### config.mk
export PLATFORM = sky130hd
export DESIGN_NAME = hbus_dma_front
export DESIGN_NICKNAME = d
export VERILOG_FILES = /design/src/rtl/hbd_pkg.sv /design/src/rtl/hbd_sync.sv /design/src/rtl/hbd_decode.sv /design/src/rtl/hbd_dreq.sv /design/src/rtl/hbus_dma_front.sv
export SDC_FILE = /design/constraint.sdc
export NUM_CORES = 1
export LEC_CHECK = 0
export CORE_ASPECT_RATIO = 1.75
export CORE_MARGIN = 2
export CORE_UTILIZATION = 41
export CTS_BUF_LIST = sky130_fd_sc_hd__clkbuf_8
export DETAILED_ROUTE_END_ITERATION = 7
export PLACE_DENSITY = 0.87
export SLEW_MARGIN = 5
export SYNTH_ARGS = -nofsm -noshare
export SYNTH_HDL_FRONTEND = slang
export SYNTH_SLANG_ARGS = --single-unit
### constraint.sdc
create_clock -name clk -period 2.1 [get_ports clk]
set_input_delay 0.315 -clock clk [delete_from_list [all_inputs] [get_ports clk]]
set_output_delay 0.315 -clock clk [all_outputs]
set_load 0.02 [all_outputs]
### src/rtl/hbd_pkg.sv
// Shared widths and helpers for the host bus DMA front end.
package hbd_pkg;
    localparam int unsigned HBD_ADDR_W = 10;
    localparam int unsigned HBD_DATA_W = 8;
    localparam int unsigned HBD_IDX_W  = 3;

    // Terminal-count polarity selection.
    typedef enum logic {
        TC_ACT_HIGH = 1'b0,
        TC_ACT_LOW  = 1'b1
    } tc_pol_e;

    // Returns 1 when the synchronized terminal-count level is in its active state.
    function automatic logic tc_is_active(input logic lvl, input tc_pol_e pol);
        return (pol == TC_ACT_LOW) ? ~lvl : lvl;
    endfunction
endpackage

### src/rtl/hbd_sync.sv
// Two-flop synchronizer with a third stage for falling-edge detection.
// Assumes: each input bit is asynchronous and independent; RST_VAL gives idle levels.
module hbd_sync #(
    parameter int unsigned W       = 4,
    parameter logic [W-1:0] RST_VAL = '1
) (
    input  logic         clk,
    input  logic         rst_n,
    input  logic [W-1:0] async_in,
    output logic [W-1:0] lvl,
    output logic [W-1:0] fall
);
    logic [W-1:0] meta_q, sync_q, prev_q;

    // Move the inputs into the clock domain and keep one delayed copy.
    always_ff @(posedge clk) begin
        if (!rst_n) begin
            meta_q <= RST_VAL;
            sync_q <= RST_VAL;
            prev_q <= RST_VAL;
        end else begin
            meta_q <= async_in;
            sync_q <= meta_q;
            prev_q <= sync_q;
        end
    end

    assign lvl  = sync_q;
    assign fall = prev_q & ~sync_q;
endmodule

### src/rtl/hbd_decode.sv
// Programmed I/O address decode: captures address and write data on a strobe
// falling edge and issues a one-clock register read or write pulse.
// Assumes: addr, aen and wdata are stable while the strobe edge is synchronized.
module hbd_decode #(
    parameter int unsigned ADDR_W = hbd_pkg::HBD_ADDR_W,
    parameter int unsigned DATA_W = hbd_pkg::HBD_DATA_W,
    parameter int unsigned IDX_W  = hbd_pkg::HBD_IDX_W
) (
    input  logic              clk,
    input  logic              rst_n,
    input  logic [ADDR_W-1:0] addr,
    input  logic [ADDR_W-1:0] io_base,
    input  logic              aen,
    input  logic [DATA_W-1:0] wdata_in,
    input  logic              rd_fall,
    input  logic              wr_fall,
    output logic              pio_hit,
    output logic              reg_rd,
    output logic              reg_wr,
    output logic [IDX_W-1:0]  reg_idx,
    output logic [DATA_W-1:0] reg_wdata
);
    localparam int unsigned CMP_W = ADDR_W - IDX_W;

    logic [CMP_W-1:0] win_addr, win_base;

    assign win_addr = addr[ADDR_W-1:IDX_W];
    assign win_base = io_base[ADDR_W-1:IDX_W];
    // Address is in the window and the cycle is not a DMA cycle.
    assign pio_hit  = !aen && (win_addr == win_base);

    // Capture address and data at the strobe edge and emit the select pulse.
    always_ff @(posedge clk) begin
        if (!rst_n) begin
            reg_rd    <= 1'b0;
            reg_wr    <= 1'b0;
            reg_idx   <= '0;
            reg_wdata <= '0;
        end else begin
            reg_rd <= rd_fall && pio_hit;
            reg_wr <= wr_fall && pio_hit;
            if (rd_fall || wr_fall) begin
                reg_idx <= addr[IDX_W-1:0];
            end
            if (wr_fall) begin
                reg_wdata <= wdata_in;
            end
        end
    end

    AST_REG_RD_SINGLE: assert property (@(posedge clk) disable iff (!rst_n)
        reg_rd |=> !reg_rd);
    AST_REG_WR_SINGLE: assert property (@(posedge clk) disable iff (!rst_n)
        reg_wr |=> !reg_wr);
endmodule

### src/rtl/hbd_dreq.sv
// DMA request and terminal-count logic.
// Assumes: byte_req and rearm are one-clock pulses; dack/ior inputs already synchronized.
module hbd_dreq (
    input  logic             clk,
    input  logic             rst_n,
    input  logic             byte_req,
    input  logic             rearm,
    input  logic             dack_lo,
    input  logic             dack_fall,
    input  logic             ior_fall,
    input  logic             tc_lvl,
    input  hbd_pkg::tc_pol_e tc_pol,
    output logic             drq,
    output logic             tc_done
);
    import hbd_pkg::*;

    logic demand_q;   // acknowledge was already low when the request was raised
    logic armed_q;    // requests allowed
    logic tc_seen_q;  // completion already reported in this acknowledged period
    logic tc_hit, drq_set, drq_clr;

    assign tc_hit  = dack_lo && tc_is_active(tc_lvl, tc_pol) && !tc_seen_q;
    assign drq_set = byte_req && armed_q && !drq;
    assign drq_clr = drq && (demand_q ? ior_fall : dack_fall);

    // Request set/clear with demand-mode tracking.
    always_ff @(posedge clk) begin
        if (!rst_n) begin
            drq      <= 1'b0;
            demand_q <= 1'b0;
        end else if (drq_clr) begin
            drq <= 1'b0;
        end else if (drq_set) begin
            drq      <= 1'b1;
            demand_q <= dack_lo;
        end
    end

    // Terminal-count capture, one pulse per acknowledged period, and arming.
    always_ff @(posedge clk) begin
        if (!rst_n) begin
            tc_done   <= 1'b0;
            tc_seen_q <= 1'b0;
            armed_q   <= 1'b1;
        end else begin
            tc_done   <= tc_hit;
            tc_seen_q <= dack_lo && (tc_seen_q || tc_hit);
            if (rearm) begin
                armed_q <= 1'b1;
            end else if (tc_hit) begin
                armed_q <= 1'b0;
            end
        end
    end

    AST_DRQ_ACK_DROP: assert property (@(posedge clk) disable iff (!rst_n)
        (drq && !demand_q && dack_fall) |=> !drq);
    AST_DRQ_DEMAND_HOLD: assert property (@(posedge clk) disable iff (!rst_n)
        (drq && demand_q && !ior_fall) |=> drq);
    AST_TC_GATED: assert property (@(posedge clk) disable iff (!rst_n)
        tc_done |-> $past(dack_lo));
    AST_TC_SINGLE: assert property (@(posedge clk) disable iff (!rst_n)
        tc_done |=> !tc_done);
    AST_DISARMED_NO_DRQ: assert property (@(posedge clk) disable iff (!rst_n)
        (!armed_q && !rearm && !drq) |=> !drq);
endmodule

### src/rtl/hbus_dma_front.sv
// Host bus DMA handshake front end: synchronizes bus controls, decodes programmed
// I/O, produces DMA data pulses, the DMA request and the completion pulse.
// Assumes: host holds address, aen and write data stable around each strobe edge.
module hbus_dma_front #(
    parameter int unsigned ADDR_W = hbd_pkg::HBD_ADDR_W,
    parameter int unsigned DATA_W = hbd_pkg::HBD_DATA_W,
    parameter int unsigned IDX_W  = hbd_pkg::HBD_IDX_W
) (
    input  logic              clk,
    input  logic              rst_n,
    input  logic              ior_n,
    input  logic              iow_n,
    input  logic              aen,
    input  logic [ADDR_W-1:0] addr,
    input  logic [ADDR_W-1:0] io_base,
    input  logic [DATA_W-1:0] host_din,
    output logic [DATA_W-1:0] host_dout,
    output logic              data_oe,
    input  logic              dack_n,
    input  logic              tc_in,
    input  logic              tc_pol,
    input  logic              byte_req,
    input  logic              rearm,
    input  logic [DATA_W-1:0] per_rdata,
    output logic              reg_rd_pulse,
    output logic              reg_wr_pulse,
    output logic [IDX_W-1:0]  reg_idx,
    output logic [DATA_W-1:0] reg_wdata,
    output logic              dma_rd_pulse,
    output logic              dma_wr_pulse,
    output logic              drq,
    output logic              tc_done
);
    import hbd_pkg::*;

    // Synchronized bit order: 0 read strobe, 1 write strobe, 2 acknowledge, 3 terminal count.
    localparam int unsigned NSYNC = 4;
    logic [NSYNC-1:0] s_lvl, s_fall;
    logic ior_hi, ior_fall, iow_fall, dack_lo, dack_fall, tc_lvl;
    logic pio_hit, oe_q;
    logic unused_sync;

    hbd_sync #(.W(NSYNC), .RST_VAL(4'b0111)) u_sync (
        .clk      (clk),
        .rst_n    (rst_n),
        .async_in ({tc_in, dack_n, iow_n, ior_n}),
        .lvl      (s_lvl),
        .fall     (s_fall)
    );

    assign ior_hi      = s_lvl[0];
    assign ior_fall    = s_fall[0];
    assign iow_fall    = s_fall[1];
    assign dack_lo     = ~s_lvl[2];
    assign dack_fall   = s_fall[2];
    assign tc_lvl      = s_lvl[3];
    assign unused_sync = ^{s_lvl[1], s_fall[3]};

    hbd_decode #(.ADDR_W(ADDR_W), .DATA_W(DATA_W), .IDX_W(IDX_W)) u_decode (
        .clk       (clk),
        .rst_n     (rst_n),
        .addr      (addr),
        .io_base   (io_base),
        .aen       (aen),
        .wdata_in  (host_din),
        .rd_fall   (ior_fall),
        .wr_fall   (iow_fall),
        .pio_hit   (pio_hit),
        .reg_rd    (reg_rd_pulse),
        .reg_wr    (reg_wr_pulse),
        .reg_idx   (reg_idx),
        .reg_wdata (reg_wdata)
    );

    hbd_dreq u_dreq (
        .clk       (clk),
        .rst_n     (rst_n),
        .byte_req  (byte_req),
        .rearm     (rearm),
        .dack_lo   (dack_lo),
        .dack_fall (dack_fall),
        .ior_fall  (ior_fall),
        .tc_lvl    (tc_lvl),
        .tc_pol    (tc_pol_e'(tc_pol)),
        .drq       (drq),
        .tc_done   (tc_done)
    );

    // Acknowledged-cycle data pulses, no address decode.
    always_ff @(posedge clk) begin
        if (!rst_n) begin
            dma_rd_pulse <= 1'b0;
            dma_wr_pulse <= 1'b0;
        end else begin
            dma_rd_pulse <= ior_fall && dack_lo;
            dma_wr_pulse <= iow_fall && dack_lo;
        end
    end

    // Bus drive enable: set at a qualified read edge, released once the strobe is high.
    always_ff @(posedge clk) begin
        if (!rst_n) begin
            oe_q <= 1'b0;
        end else if (ior_fall && (pio_hit || dack_lo)) begin
            oe_q <= 1'b1;
        end else if (ior_hi) begin
            oe_q <= 1'b0;
        end
    end

    assign data_oe   = oe_q;
    assign host_dout = per_rdata;

    AST_OE_RELEASE: assert property (@(posedge clk) disable iff (!rst_n)
        (data_oe && ior_hi) |=> !data_oe);
    AST_DMA_PULSE_NEEDS_ACK: assert property (@(posedge clk) disable iff (!rst_n)
        (dma_rd_pulse || dma_wr_pulse) |-> $past(dack_lo));
endmodule

==> After elaboration in Yosys (flattened, before gate mapping) <==
Index checks and enable logic that the tools add are counted.
{ "classes": {"eq_ne": 1, "n_mux": 4, "bitwise": 6, "n_reduce_logical": 22} }
{ "op_table": {"columns": ["cell", "count"], "rows": [
  ["1-bit logical AND", 12],
  ["7-bit == test", 1],
  ["1-bit 2-to-1 mux", 4],
  ["1-bit inverter", 4],
  ["2-bit OR reduction", 2],
  ["3-bit AND", 1],
  ["1-bit zero test", 3],
  ["1-bit logical OR", 3],
  ["3-bit inverter", 1],
  ["2-bit AND reduction", 1],
  ["2-bit nonzero test", 1]
]} }
{ "word_totals": {"register_bits": 32, "in_bits": 46, "out_inout_bits": 26, "elab_cells": 48} }

==> Depth between registers and ports, before layout <==
Gate-level depths: netlist of the first run.
{ "logic_depth": {"depth_word": 6, "mapped_depth": 4, "depth_no_buf": 4} }

==> Hierarchy <==
Synthesis of the first run repeated with hierarchy kept, for this count alone.
{ "hier_totals": {"cells_unflattened": 122, "hier_area_um2": 1260.0} }
{ "by_module_without_submodules": {"columns": ["module", "n_inst", "cells_each", "area_each_um2", "seq_area_each_um2"], "rows": [
  ["hbd_decode", 1, 56, 555.5, 260.2],
  ["hbd_sync", 1, 29, 351.6, 240.2],
  ["hbd_dreq", 1, 19, 193.9, 100.1],
  ["hbus_dma_front", 1, 18, 158.9, 60.1]
]} }

==> Worst setup path after synthesis of the first run <==
OpenSTA, ideal clock, no wires.
{ "synth_timing": {"path_type": "input port to flip-flop", "startpoint": "input io_base[5]", "endpoint": "register u_decode.reg_rd", "setup_time_ps": 61, "t_arrival_ps": 954, "t_required_ps": 2039, "path_slack_ps": 1085, "stages": 4, "path_buffers": 0, "path_cell_list": "xnor2_1 nand4_1 nor3_1 and4_1"} }
{ "synth_between": {"elab_chain_cells": 3} }
{ "synth_lines": {"columns": ["element", "line_no", "text"], "rows": [
  ["from (decl)", "hbus_dma_front.sv:15", "input logic [ADDR_W-1:0] io_base,"],
  ["7-bit == test", "hbd_decode.sv:30", "assign pio_hit = !aen && (win_addr == win_base);"],
  ["1-bit logical AND", "hbd_decode.sv:30", null],
  ["1-bit logical AND", "hbd_decode.sv:40", "reg_rd <= rd_fall && pio_hit;"],
  ["to (signal assigned)", "hbd_decode.sv:40", null],
  ["to (decl)", "hbd_decode.sv:18", "output logic reg_rd,"]
]} }
Every way passes these cells.
A chain may end at the register's enable or synchronous reset.

==> Worst setup path after layout of the first run <==
{ "layout_timing": {"startpoint": "register u_decode.reg_wdata[3]", "endpoint": "output reg_wdata[3]"} }
{ "layout_lines": {"columns": ["element", "line_no", "text"], "rows": [
  ["from (decl)", "hbd_decode.sv:21", "output logic [DATA_W-1:0] reg_wdata"],
  ["from (signal assigned)", "hbd_decode.sv:46", "reg_wdata <= wdata_in;"],
  ["to (decl)", "hbus_dma_front.sv:28", "output logic [DATA_W-1:0] reg_wdata,"]
]} }
No word-level cell between the ends.

==> results of run 1 <==
[power groups by stage]
stage | logic, W | registers, W | clock network (W)
floorplan | 0.0000785 | 0.000664 | 0
detailed placement | 0.000171 | 0.000653 | 0
finish | 0.000170 | 0.000640 | 0.000453
global placement | 0.000165 | 0.000652 | 0
CTS | 0.000172 | 0.000640 | 0.000465
global route | 0.000183 | 0.000641 | 0.000491
[how the worst max path moves through the flow]
stage | from | endpoint | slack [ns] | depth (start not counted)
after global routing | data_oe | data_oe | 0.51 | 1
final | u_decode.reg_wdata[3] | reg_wdata[3] | 0.53 | 1
after CTS | data_oe | data_oe | 0.53 | 1
after global placement | io_base[7] | data_oe | 0.55 | 5
after floorplan | io_base[5] | u_decode.reg_rd | 1.08 | 4
after detailed placement | io_base[5] | data_oe | 0.48 | 5
[layout by cell type (no fill, tap or decap), types with 3 or more instances in the layout]
master and count:
nand3_1 3, xor2_1 3, xnor2_1 4, nor2_1 7
nor2b_1 3, nand2b_1 10, dfxtp_1 32, a21boi_1 11
inv_1 4, clkdlybuf4s50_1 52, nand2_1 23, clkbuf_8 6
[per-layer routing]
layer  part of all wire [%]  wire [µm]  global-route usage, %
met1                     34        880                   13.7
met2                     57       1470                   29.1
met3                    5.2        135                   4.98
met4                    3.7         96                   9.71
met5                      0          0                      0
[state kept, by name, indices dropped and copies added (netlist names)]
register and count:
u_dreq.tc_done 1, data_oe 1, u_decode.reg_idx 3, u_dreq.tc_seen_q 1, u_decode.reg_rd 1, dma_rd_pulse 1
u_decode.reg_wdata 8, u_dreq.armed_q 1, u_sync.meta_q 4, u_dreq.drq 1, u_decode.reg_wr 1, u_dreq.demand_q 1
u_sync.prev_q 3, u_sync.lvl 4, dma_wr_pulse 1
[layout make-up]
cell class | count | area, µm²
flip-flops and latches | 32 | 641
clock buffers | 6 | 82.6
clock inverters | 2 | 7.51
multi-input cells | 80 | 492
inverters | 2 | 7.51
repair buffers | 54 | 536
well taps | 28 | 35.0
fillers | 243 | 1060
[metrics by stage]
step,cell area (µm²),utilization [%]
floorplan,1220,-
global route,1800,62.9
CTS,1800,62.9
detailed placement,1710,59.7
global placement,1710,59.7
finish,1800,62.9
[logic make-up after synthesis]
kind of cell | count (synthesis)
AOI/OAI and AO/OA | 17
xor gates and xnor gates | 8
buffers and inverters | 14
and+or+nand+nor | 55
DFF | 32
[worst reg2reg max path, delay by kind of cell (launching register included)]
kind	cells	cell delay (ns)
AND/OR/NAND/NOR	3	0.69
flip-flops	1	0.33
AO/OA/AOI/OAI	1	0.07
==> reports/qor_table.md, run 1 <==
| Stage | Result | Value |
| --- | --- | --- |
| synth | Mean instance size in the synthesized netlist | 9.66 µm² |
| worst setup path | End of the worst register-to-register path | u_decode.reg_idx[1] |
| timing | Portion of the clock cycle consumed by the worst path in the final layout | 74.8% |
| synth | Number of distinct library cells after synthesis | 25 |
| timing | Max Clk Rate | 636 MHz |
| synth | Leading register cell type out of synthesis | dfxtp_1 |
| synth | Yosys warns | 0 |
| floorplanning | Vert. Die Dim | 76.1 µm |
| worst setup path | Endpoint class of the critical path | output port |
| detailed routing | Aggregate routed wire length | 2590 µm |
| timing | Crit path setup slack, layout | 0.529 ns |
| synth | Fraction of synthesized area in multiplexers | 0% |
| worst setup path | CP top delay family | buffers and inverters |
| timing | Post-Route Skew | 0.00277 ns |
| timing | Final Setup Violations | 0 |
| power | Max VDD drop | 0.000563 V |
| clock tree | Quantity of hold-fixing buffers added after cts | 0 |
| synth | Cell accounting for the most synthesized area | dfxtp_1 |
| synth | Simple-gate share of the synthesized area | 23.6% |
| worst setup path | Setup slack of the most critical reg-to-reg path | 0.90 ns |
| synth | EDFF count, synth | 0 |
| clock tree | CTS clk-pin slew, worst paths | 0.06 ns |
| timing | Hold Vio Cnt, Final | 0 |
| timing | Min Tclk post-route | 1.57 ns |
| synth | Post-synthesis xor/xnor area fraction | 6.37% |
| worst setup path | Reg-to-reg critical path startpoint | u_sync.lvl[1] |
| worst setup path | Number of cell instances on the worst register-to-register path | 4 |
| synth | Post-Synthesis Cell Area | 0.00122 mm² |
| worst setup path | Worst path required time | 1.78 ns |
| timing | Final max-slew violation count | 0 |
| finish | Final non-filler cell total | 204 |
| worst setup path | Worst path bufs/invs | 1 |
| placement | Total instance count after detailed placement | 196 |
| grt | Maximum number of pins on one net before global-route repair | 15 |
| timing | Worst-Margin Slew | 0.639 ns |
| detailed routing | Antenna Violating Nets Remaining | 0 |
| power | Internal cell power | 0.000991 W |
| job | Max-capacitance violation count | 0 |
| synth | Post-Synth Adder-Cell Area | 0% |
| timing | Final hold slack | 0.408 ns |
| detailed routing | Routed len/inst | 12.7 µm |
| status | Outcome | finished clean |
| synth | Most repeated cell in the gate-level netlist after synthesis | dfxtp_1 |
| finish | Final #Nets | 221 |
| timing | Setup repair after global routing missed its margin | no |
| synth | Flop and latch count out of synthesis | 32 |
| power | Relative contribution of sequential cells to total power | 50.6% |
| finish | Ant diodes | 0 |
| placement | Final weighted congestion of routability-driven global placement | 0.724 |
| worst setup path | Largest stage delay, worst path | 0.64 ns |
| worst hold path | Worst Hold End | u_sync.lvl[1] |
| timing | Headroom to the max-slew limit | 57.3% |
| clock tree | Max Buffers Root-to-Sink | 2 |
| placement | Worst slack after detailed placement | 0.480 ns |
| worst hold path | Path type of the worst min-delay path | reg -> reg |
| power | Switching Fraction | 21.6% |
| clock tree | Cell at the root of the clock tree | clkbuf_8 |
| clock tree | # resized after CTS | 0 |
| power | Gate power share | 13.5% |
| power | Power density of the placed cells | 702 mW/mm² |
| floorplanning | DIE AREA | 0.00344 mm² |
| worst setup path | Category of the critical setup timing path | reg -> out |
| finish | Fraction of layout instances using a drive strength above 1 | 6.25% |
| synth | Most frequent cells after synthesis | dfxtp_1, nand2_1, a21boi_1 |
| floorplanning | Placeable core region | 0.00286 mm² |
| synth | Portion of the post-synthesis area used by sequential elements | 52.6% |
| synth | Area fraction of the dominant cell type after synthesis | 52.6% |
| floorplanning | Horizontal extent of the die | 45.2 µm |
| power | Reported net switching power | 0.000273 W |
| detailed routing | Detailed-routing iteration count for the pre-antenna-repair pass | 4 |
| floorplanning | Initial standard-cell utilization of the core | 42.5% |
| synth | Net count after synthesis | 172 |
| worst setup path | Arr. time, crit path | 1.26 ns |
| clock tree | Count of clock tree sinks | 32 |
| clock tree | Cts bufs inserted | 5 |
| grt | Total routing usage reported by global routing | 16.0% |
| synth | Dominant combinational cell family by area after synthesis | simple AND/OR/NAND/NOR gates |
| synth | Share of synthesized flip-flops with an asynchronous set or reset | 0% |
| power | Total design power | 0.00126 W |
| grt | Remaining Overflow, GRT | 0 |
| synth | Compound-gate portion of the synthesized area | 10.4% |
| grt | Wire length of the first global-routing pass | 4110 µm |
| floorplanning | IO Count | 72 |
| power | Leakage Power | 0.697 nW |
| clock tree | Buffers inserted during post-CTS setup optimization | 0 |
| worst hold path | Number of cells on the worst hold path | 1 |
| power | Clock group share of total power | 35.9% |
| floorplanning | Row Count | 26 |
| clock tree | # H-tree levels | 2 |
| timing | Sum of negative setup slack | 0 ns |
| worst setup path | Maximum fanout along the worst path | 2 |
| placement | Port Buffers | 52 |
| finish | Area Growth Syn to Fin | 47.9% |
| synth | Synth Instances | 126 |
| detailed routing | Vias per cell | 5.00 |
| synth | Top cells by area, synth | dfxtp_1, nand2_1, a21boi_1, nand2b_1, buf_4 |
| worst setup path | Critical path startpoint category | flop |
| clock tree | Worst skew pair latency | 0.27 ns |
| placement | Post-detailed-placement half-perimeter wirelength | 2060 µm |
| clock tree | CTS tree | built |
| detailed routing | Vias | 1019 |
| worst hold path | Beginning of the worst hold path | u_sync.meta_q[1] |
| detailed routing | DRC viols | 0 |
| worst setup path | Crit-path slowest cell | clkdlybuf4s50_1 |
| detailed routing | Number of design-rule violations left by the first detailed-router iteration | 13 |
| grt | Initial antenna violation count | 0 |
| worst setup path | Ordered list of cells on the worst path | clkdlybuf4s50_1 |
| grt | Number of global-route vias before repair | 1037 |
(Power assumes the default switching activity.)
==> inputs of run 2 (changes only) <==
CORE_UTILIZATION = 38   (was 41)
PLACE_DENSITY = 0.81   (was 0.87)
clock period = 1.5 ns   (was 2.1 ns; I/O delays follow)
==> reports/qor_table.md, run 2 (synthesized netlist as in run 1, its figures left out) <==
| Stage | Result | Value |
| --- | --- | --- |
| worst setup path | CP top delay family | buffers and inverters |
| worst setup path | Endpoint class of the critical path | output port |
| status | Outcome | finished clean |
| power | Max VDD drop | 0.000944 V |
| timing | Max Clk Rate | 686 MHz |
| floorplanning | Placeable core region | 0.00311 mm² |
| timing | Min Tclk post-route | 1.46 ns |
| power | Total design power | 0.00179 W |
| floorplanning | Vert. Die Dim | 78.9 µm |
| grt | Remaining Overflow, GRT | 0 |
| worst setup path | Setup slack of the most critical reg-to-reg path | 0.33 ns |
| clock tree | Worst skew pair latency | 0.28 ns |
| worst setup path | Maximum fanout along the worst path | 2 |
| timing | Hold Vio Cnt, Final | 0 |
| timing | Crit path setup slack, layout | 0.0431 ns |
| floorplanning | IO Count | 72 |
| placement | Final weighted congestion of routability-driven global placement | 0.708 |
| detailed routing | Aggregate routed wire length | 2510 µm |
| finish | Area of the multi-input gates | 492 µm² |
| power | Leakage Power | 0.731 nW |
| clock tree | CTS tree | built |
| clock tree | Quantity of hold-fixing buffers added after cts | 0 |
| finish | Final #Nets | 221 |
| worst setup path | Number of cell instances on the worst register-to-register path | 4 |
| finish | Most common cell after layout, fill and taps aside | clkdlybuf4s50_1 |
| detailed routing | DRC viols | 0 |
| clock tree | Buffers inserted during post-CTS setup optimization | 0 |
| job | Max-capacitance violation count | 0 |
| grt | Maximum number of pins on one net before global-route repair | 29 |
| clock tree | # resized after CTS | 0 |
| worst setup path | Critical path startpoint category | flop |
| grt | Global-route met2 utilization | 27.8% |
| grt | Wire length of the first global-routing pass | 3930 µm |
| worst setup path | Worst path required time | 1.27 ns |
| finish | Area Growth Syn to Fin | 51.1% |
| timing | Final Setup Violations | 0 |
| worst setup path | Arr. time, crit path | 1.23 ns |
| clock tree | Cts bufs inserted | 5 |
| timing | Final max-slew violation count | 0 |
| grt | Number of global-route vias before repair | 1010 |
| detailed routing | Vias | 1003 |
| detailed routing | Vias per cell | 4.58 |
| worst setup path | Reg-to-reg critical path startpoint | u_sync.lvl[1] |
| clock tree | Count of clock tree sinks | 32 |
| grt | Met3 track demand over resource in global routing | 3.86% |
| detailed routing | Number of design-rule violations left by the first detailed-router iteration | 17 |
| worst setup path | Ordered list of cells on the worst path | clkdlybuf4s50_1 |
| grt | Most congested layer reported by global routing | met2 |
| floorplanning | Initial standard-cell utilization of the core | 39.2% |
| placement | Port Buffers | 52 |
| worst setup path | Category of the critical setup timing path | reg -> out |
| timing | Sum of negative setup slack | 0 ns |
| finish | Biggest register | u_decode.reg_wdata |
| grt | Total routing usage reported by global routing | 14.9% |
| worst setup path | Worst path bufs/invs | 1 |
| floorplanning | Row Count | 27 |
| timing | Setup repair after global routing missed its margin | no |
| finish | Ant diodes | 0 |
| worst hold path | Beginning of the worst hold path | u_sync.meta_q[1] |
| placement | Worst slack after detailed placement | 0.000498 ns |
| worst setup path | Crit-path slowest cell | clkdlybuf4s50_1 |
| clock tree | CTS clk-pin slew, worst paths | 0.06 ns |
| timing | Headroom to the max-slew limit | 69.1% |
| clock tree | Cell at the root of the clock tree | clkbuf_8 |
| finish | Storage element area | 641 µm² |
| worst setup path | End of the worst register-to-register path | u_decode.reg_idx[0] |
| detailed routing | Antenna Violating Nets Remaining | 0 |
| worst hold path | Path type of the worst min-delay path | reg -> reg |
| grt | Global-route track usage on met1 | 11.7% |
| clock tree | # H-tree levels | 2 |
| power | Internal cell power | 0.00140 W |
| power | Switching Fraction | 22.1% |
| clock tree | Max Buffers Root-to-Sink | 2 |
| power | Gate power share | 13.3% |
| finish | Commonest non-fill, non-tap cells in the layout | clkdlybuf4s50_1, dfxtp_1, nand2_1, a21boi_1, nand2b_1 |
| timing | Post-Route Skew | 0.00308 ns |
| power | Relative contribution of sequential cells to total power | 50.0% |
| timing | Portion of the clock cycle consumed by the worst path in the final layout | 97.1% |
| floorplanning | Horizontal extent of the die | 46.8 µm |
| timing | Worst-Margin Slew | 0.464 ns |
| floorplanning | DIE AREA | 0.00369 mm² |
| worst hold path | Number of cells on the worst hold path | 1 |
| detailed routing | Detailed-routing iteration count for the pre-antenna-repair pass | 4 |
| detailed routing | Routed len/inst | 11.5 µm |
| worst hold path | Worst Hold End | u_sync.lvl[1] |
| finish | Number of flip-flops under the largest register name | 8 |
| finish | Fill cell instance count of the final layout | 288 |
| power | Reported net switching power | 0.000396 W |
| power | Clock group share of total power | 36.7% |
| finish | Core occupancy in the finished layout | 59.2% |
| placement | Post-detailed-placement half-perimeter wirelength | 1950 µm |
| power | Power density of the placed cells | 974 mW/mm² |
| finish | Fraction of layout instances using a drive strength above 1 | 7.39% |
| worst setup path | Largest stage delay, worst path | 0.62 ns |
| grt | Initial antenna violation count | 0 |
-- run 2: metrics by stage --
step / std cells / hold slack, ns / cell area (µm²)
6_report: 219 / 0.414 / 1840
5_1_grt: 219 / 0.431 / 1840
4_1_cts: 219 / 0.417 / 1830
3_5_place_dp: 211 / 0.400 / 1740
3_3_place_gp: 211 / 0.390 / 1740
2_1_floorplan: 126 / 0.298 / 1220
-- run 2: power by group through the flow --
stage / sequential [W] / clock [W] / combinational, W
floorplan: 0.000930 / 0 / 0.000110
global placement: 0.000912 / 0 / 0.000234
detailed placement: 0.000915 / 0 / 0.000241
CTS: 0.000896 / 0.000679 / 0.000243
global route: 0.000899 / 0.000709 / 0.000259
finish: 0.000896 / 0.000657 / 0.000239
-- run 2: layout make-up --
| class | count | share of cell area (%) |
|---|---|---|
| multi-input cells | 80 | 26.7 |
| clock inverters | 2 | 0.544 |
| inverters | 2 | 0.408 |
| repair buffers | 54 | 30.1 |
| flip-flops and latches | 32 | 34.8 |
| well taps | 43 | 2.93 |
| clock buffers | 6 | 4.49 |
-- run 2: how the worst max path moves through the flow --
stage,slack [ns],startpoint,end,depth (start not counted)
after CTS,0.003,data_oe,data_oe,1
after detailed placement,0.0005,io_base[3],u_decode.reg_wr,5
after floorplan,0.57,io_base[5],u_decode.reg_rd,4
after global routing,0.003,u_decode.reg_wdata[5],reg_wdata[5],1
final,0.04,u_decode.reg_wdata[6],reg_wdata[6],1
after global placement,0.03,io_base[7],data_oe,5
-- run 2: per-layer routing --
metal / routed length, µm / vias to the layer above
met4: 115 / 0
met1: 835 / 460
li1: - / 500
met3: 130 / 11
met5: 0 / -
met2: 1430 / 32
==> inputs of run 3 (changes only) <==
CELL_PAD_IN_SITES_DETAIL_PLACEMENT = 0   (was not set)
CELL_PAD_IN_SITES_GLOBAL_PLACEMENT = 1   (was not set)
CORE_UTILIZATION = 27   (was 38)
PLACE_DENSITY = not set   (was 0.81)
PLACE_DENSITY_LB_ADDON = 0.1   (was not set)
==> reports/qor_table.md, run 3 (synthesized netlist as in run 1, its figures left out) <==
| Stage | Result | Value |
| --- | --- | --- |
| finish | Fraction of layout instances using a drive strength above 1 | 7.91% |
| floorplanning | Row Count | 32 |
| worst setup path | CP top delay family | buffers and inverters |
| worst setup path | Largest stage delay, worst path | 0.61 ns |
| clock tree | Count of clock tree sinks | 32 |
| grt | Initial antenna violation count | 0 |
| timing | Max Clk Rate | 688 MHz |
| timing | Final hold slack | 0.408 ns |
| clock tree | # H-tree levels | 2 |
| grt | Total routing usage reported by global routing | 11.0% |
| floorplanning | Horizontal extent of the die | 54.8 µm |
| grt | Wire length of the first global-routing pass | 4040 µm |
| power | Power density of the placed cells | 979 mW/mm² |
| finish | Commonest non-fill, non-tap cells in the layout | clkdlybuf4s50_1, dfxtp_1, nand2_1, a21boi_1, nand2b_1 |
| clock tree | Cell at the root of the clock tree | clkbuf_8 |
| floorplanning | IO Count | 72 |
| worst setup path | Maximum fanout along the worst path | 3 |
| worst hold path | Path type of the worst min-delay path | reg -> reg |
| finish | Fill cell instance count of the final layout | 434 |
| floorplanning | Initial standard-cell utilization of the core | 27.9% |
| worst setup path | Category of the critical setup timing path | reg -> out |
| worst setup path | Critical path startpoint category | flop |
| finish | Ant diodes | 0 |
| floorplanning | Vert. Die Dim | 92.8 µm |
| clock tree | Cts bufs inserted | 5 |
| placement | Port Buffers | 52 |
| timing | Min Tclk post-route | 1.45 ns |
| timing | Sum of negative setup slack | 0 ns |
| grt | Maximum number of pins on one net before global-route repair | 16 |
| power | Leakage Power | 0.721 nW |
| worst setup path | Worst path bufs/invs | 1 |
| worst setup path | Worst path required time | 1.27 ns |
| clock tree | Max Buffers Root-to-Sink | 2 |
| worst setup path | Arr. time, crit path | 1.23 ns |
| power | Total design power | 0.00181 W |
| finish | Core occupancy in the finished layout | 42.5% |
| grt | Number of global-route vias before repair | 934 |
| detailed routing | Detailed-routing iteration count for the pre-antenna-repair pass | 4 |
| placement | Final weighted congestion of routability-driven global placement | 0.675 |
| clock tree | CTS tree | built |
| finish | Final #Nets | 223 |
| detailed routing | Aggregate routed wire length | 2460 µm |
| finish | Area Growth Syn to Fin | 52.2% |
| detailed routing | Vias per cell | 4.36 |
| detailed routing | Routed len/inst | 10.8 µm |
| placement | Post-detailed-placement half-perimeter wirelength | 1960 µm |
| clock tree | CTS clk-pin slew, worst paths | 0.06 ns |
| timing | Post-Route Skew | 0.00253 ns |
| timing | Headroom to the max-slew limit | 78.6% |
| clock tree | Worst skew pair latency | 0.27 ns |
| finish | Most common cell after layout, fill and taps aside | clkdlybuf4s50_1 |
| detailed routing | DRC viols | 0 |
| timing | Worst-Margin Slew | 0.319 ns |
| floorplanning | Placeable core region | 0.00436 mm² |
| worst setup path | Crit-path slowest cell | clkdlybuf4s50_1 |
| clock tree | Quantity of hold-fixing buffers added after cts | 0 |
| timing | Portion of the clock cycle consumed by the worst path in the final layout | 96.9% |
| timing | Final Setup Violations | 0 |
| job | Max-capacitance violation count | 0 |
| finish | Number of flip-flops under the largest register name | 8 |
| timing | Hold Vio Cnt, Final | 0 |
| detailed routing | Number of design-rule violations left by the first detailed-router iteration | 17 |
| timing | Final max-slew violation count | 0 |
| worst setup path | Endpoint class of the critical path | output port |
| finish | Biggest register | u_decode.reg_wdata |
| timing | Setup repair after global routing missed its margin | no |
| worst setup path | Setup slack of the most critical reg-to-reg path | 0.42 ns |
| detailed routing | Antenna Violating Nets Remaining | 0 |
| grt | Remaining Overflow, GRT | 0 |
| worst setup path | Ordered list of cells on the worst path | clkdlybuf4s50_1 |
| floorplanning | DIE AREA | 0.00508 mm² |
| status | Outcome | finished clean |
| detailed routing | Vias | 995 |
| power | Max VDD drop | 0.000732 V |
[run 3: cell count changes in the layout (fill, tap and decap cells not counted)]
cell,delta
clkinv_2,-2
clkbuf_8,+1
clkdlybuf4s50_1,+1
dlymetal6s2s_1,-1
buf_4,+3
buf_12,-1
[run 3: what timing repair did]
item | in CTS | in global routing
resized for setup | 0 | 1
setup endpoints to repair | 0 | 1
buffers inserted | 0 | 0
[run 3: routing by layer]
metal,track usage [%],vias up,part of all wire [%]
li1,-,502,-
met1,11.7,450,38
met2,17.9,38,52
met3,4.52,5,7.7
met4,5.63,0,2.5
met5,0,-,0
[run 3: worst paths after layout]
kind                    start                   to  cells after the start
min reg2reg  u_sync.meta_q[0]        u_sync.lvl[0]                      1
min          u_sync.meta_q[0]        u_sync.lvl[0]                      1
max reg2reg     u_sync.lvl[1]  u_decode.reg_idx[1]                      4
max                u_dreq.drq                  drq                      1
[run 3: through the flow]
stage / cells / worst slack, ns / area, µm²
after floorplan: 126 / 0.575 / 1220
after global placement: 221 / 0.0273 / 1750
after detailed placement: 221 / 0.0195 / 1750
after CTS: 228 / 0.0229 / 1850
after global routing: 228 / 0.00359 / 1850
final: 228 / 0.0461 / 1850
[run 3: where the power goes]
group	switching (W)	leakage, nW	internal [W]
Clock	0.000273	0.0503	0.000408
Combinational	0.0000884	0.409	0.000150
Sequential	0.0000151	0.262	0.000881
Total	0.000376	0.721	0.00144
[run 3: final cells by class]
| class | count | area, µm² | area share (%) |
|---|---|---|---|
| sequential | 32 | 641 | 34.6 |
| timing repair buffer | 56 | 553 | 29.8 |
| multi-input combinational | 80 | 492 | 26.5 |
| clock buffer | 7 | 96.3 | 5.20 |
| tap | 51 | 63.8 | 3.44 |
| inverter | 2 | 7.51 | 0.405 |
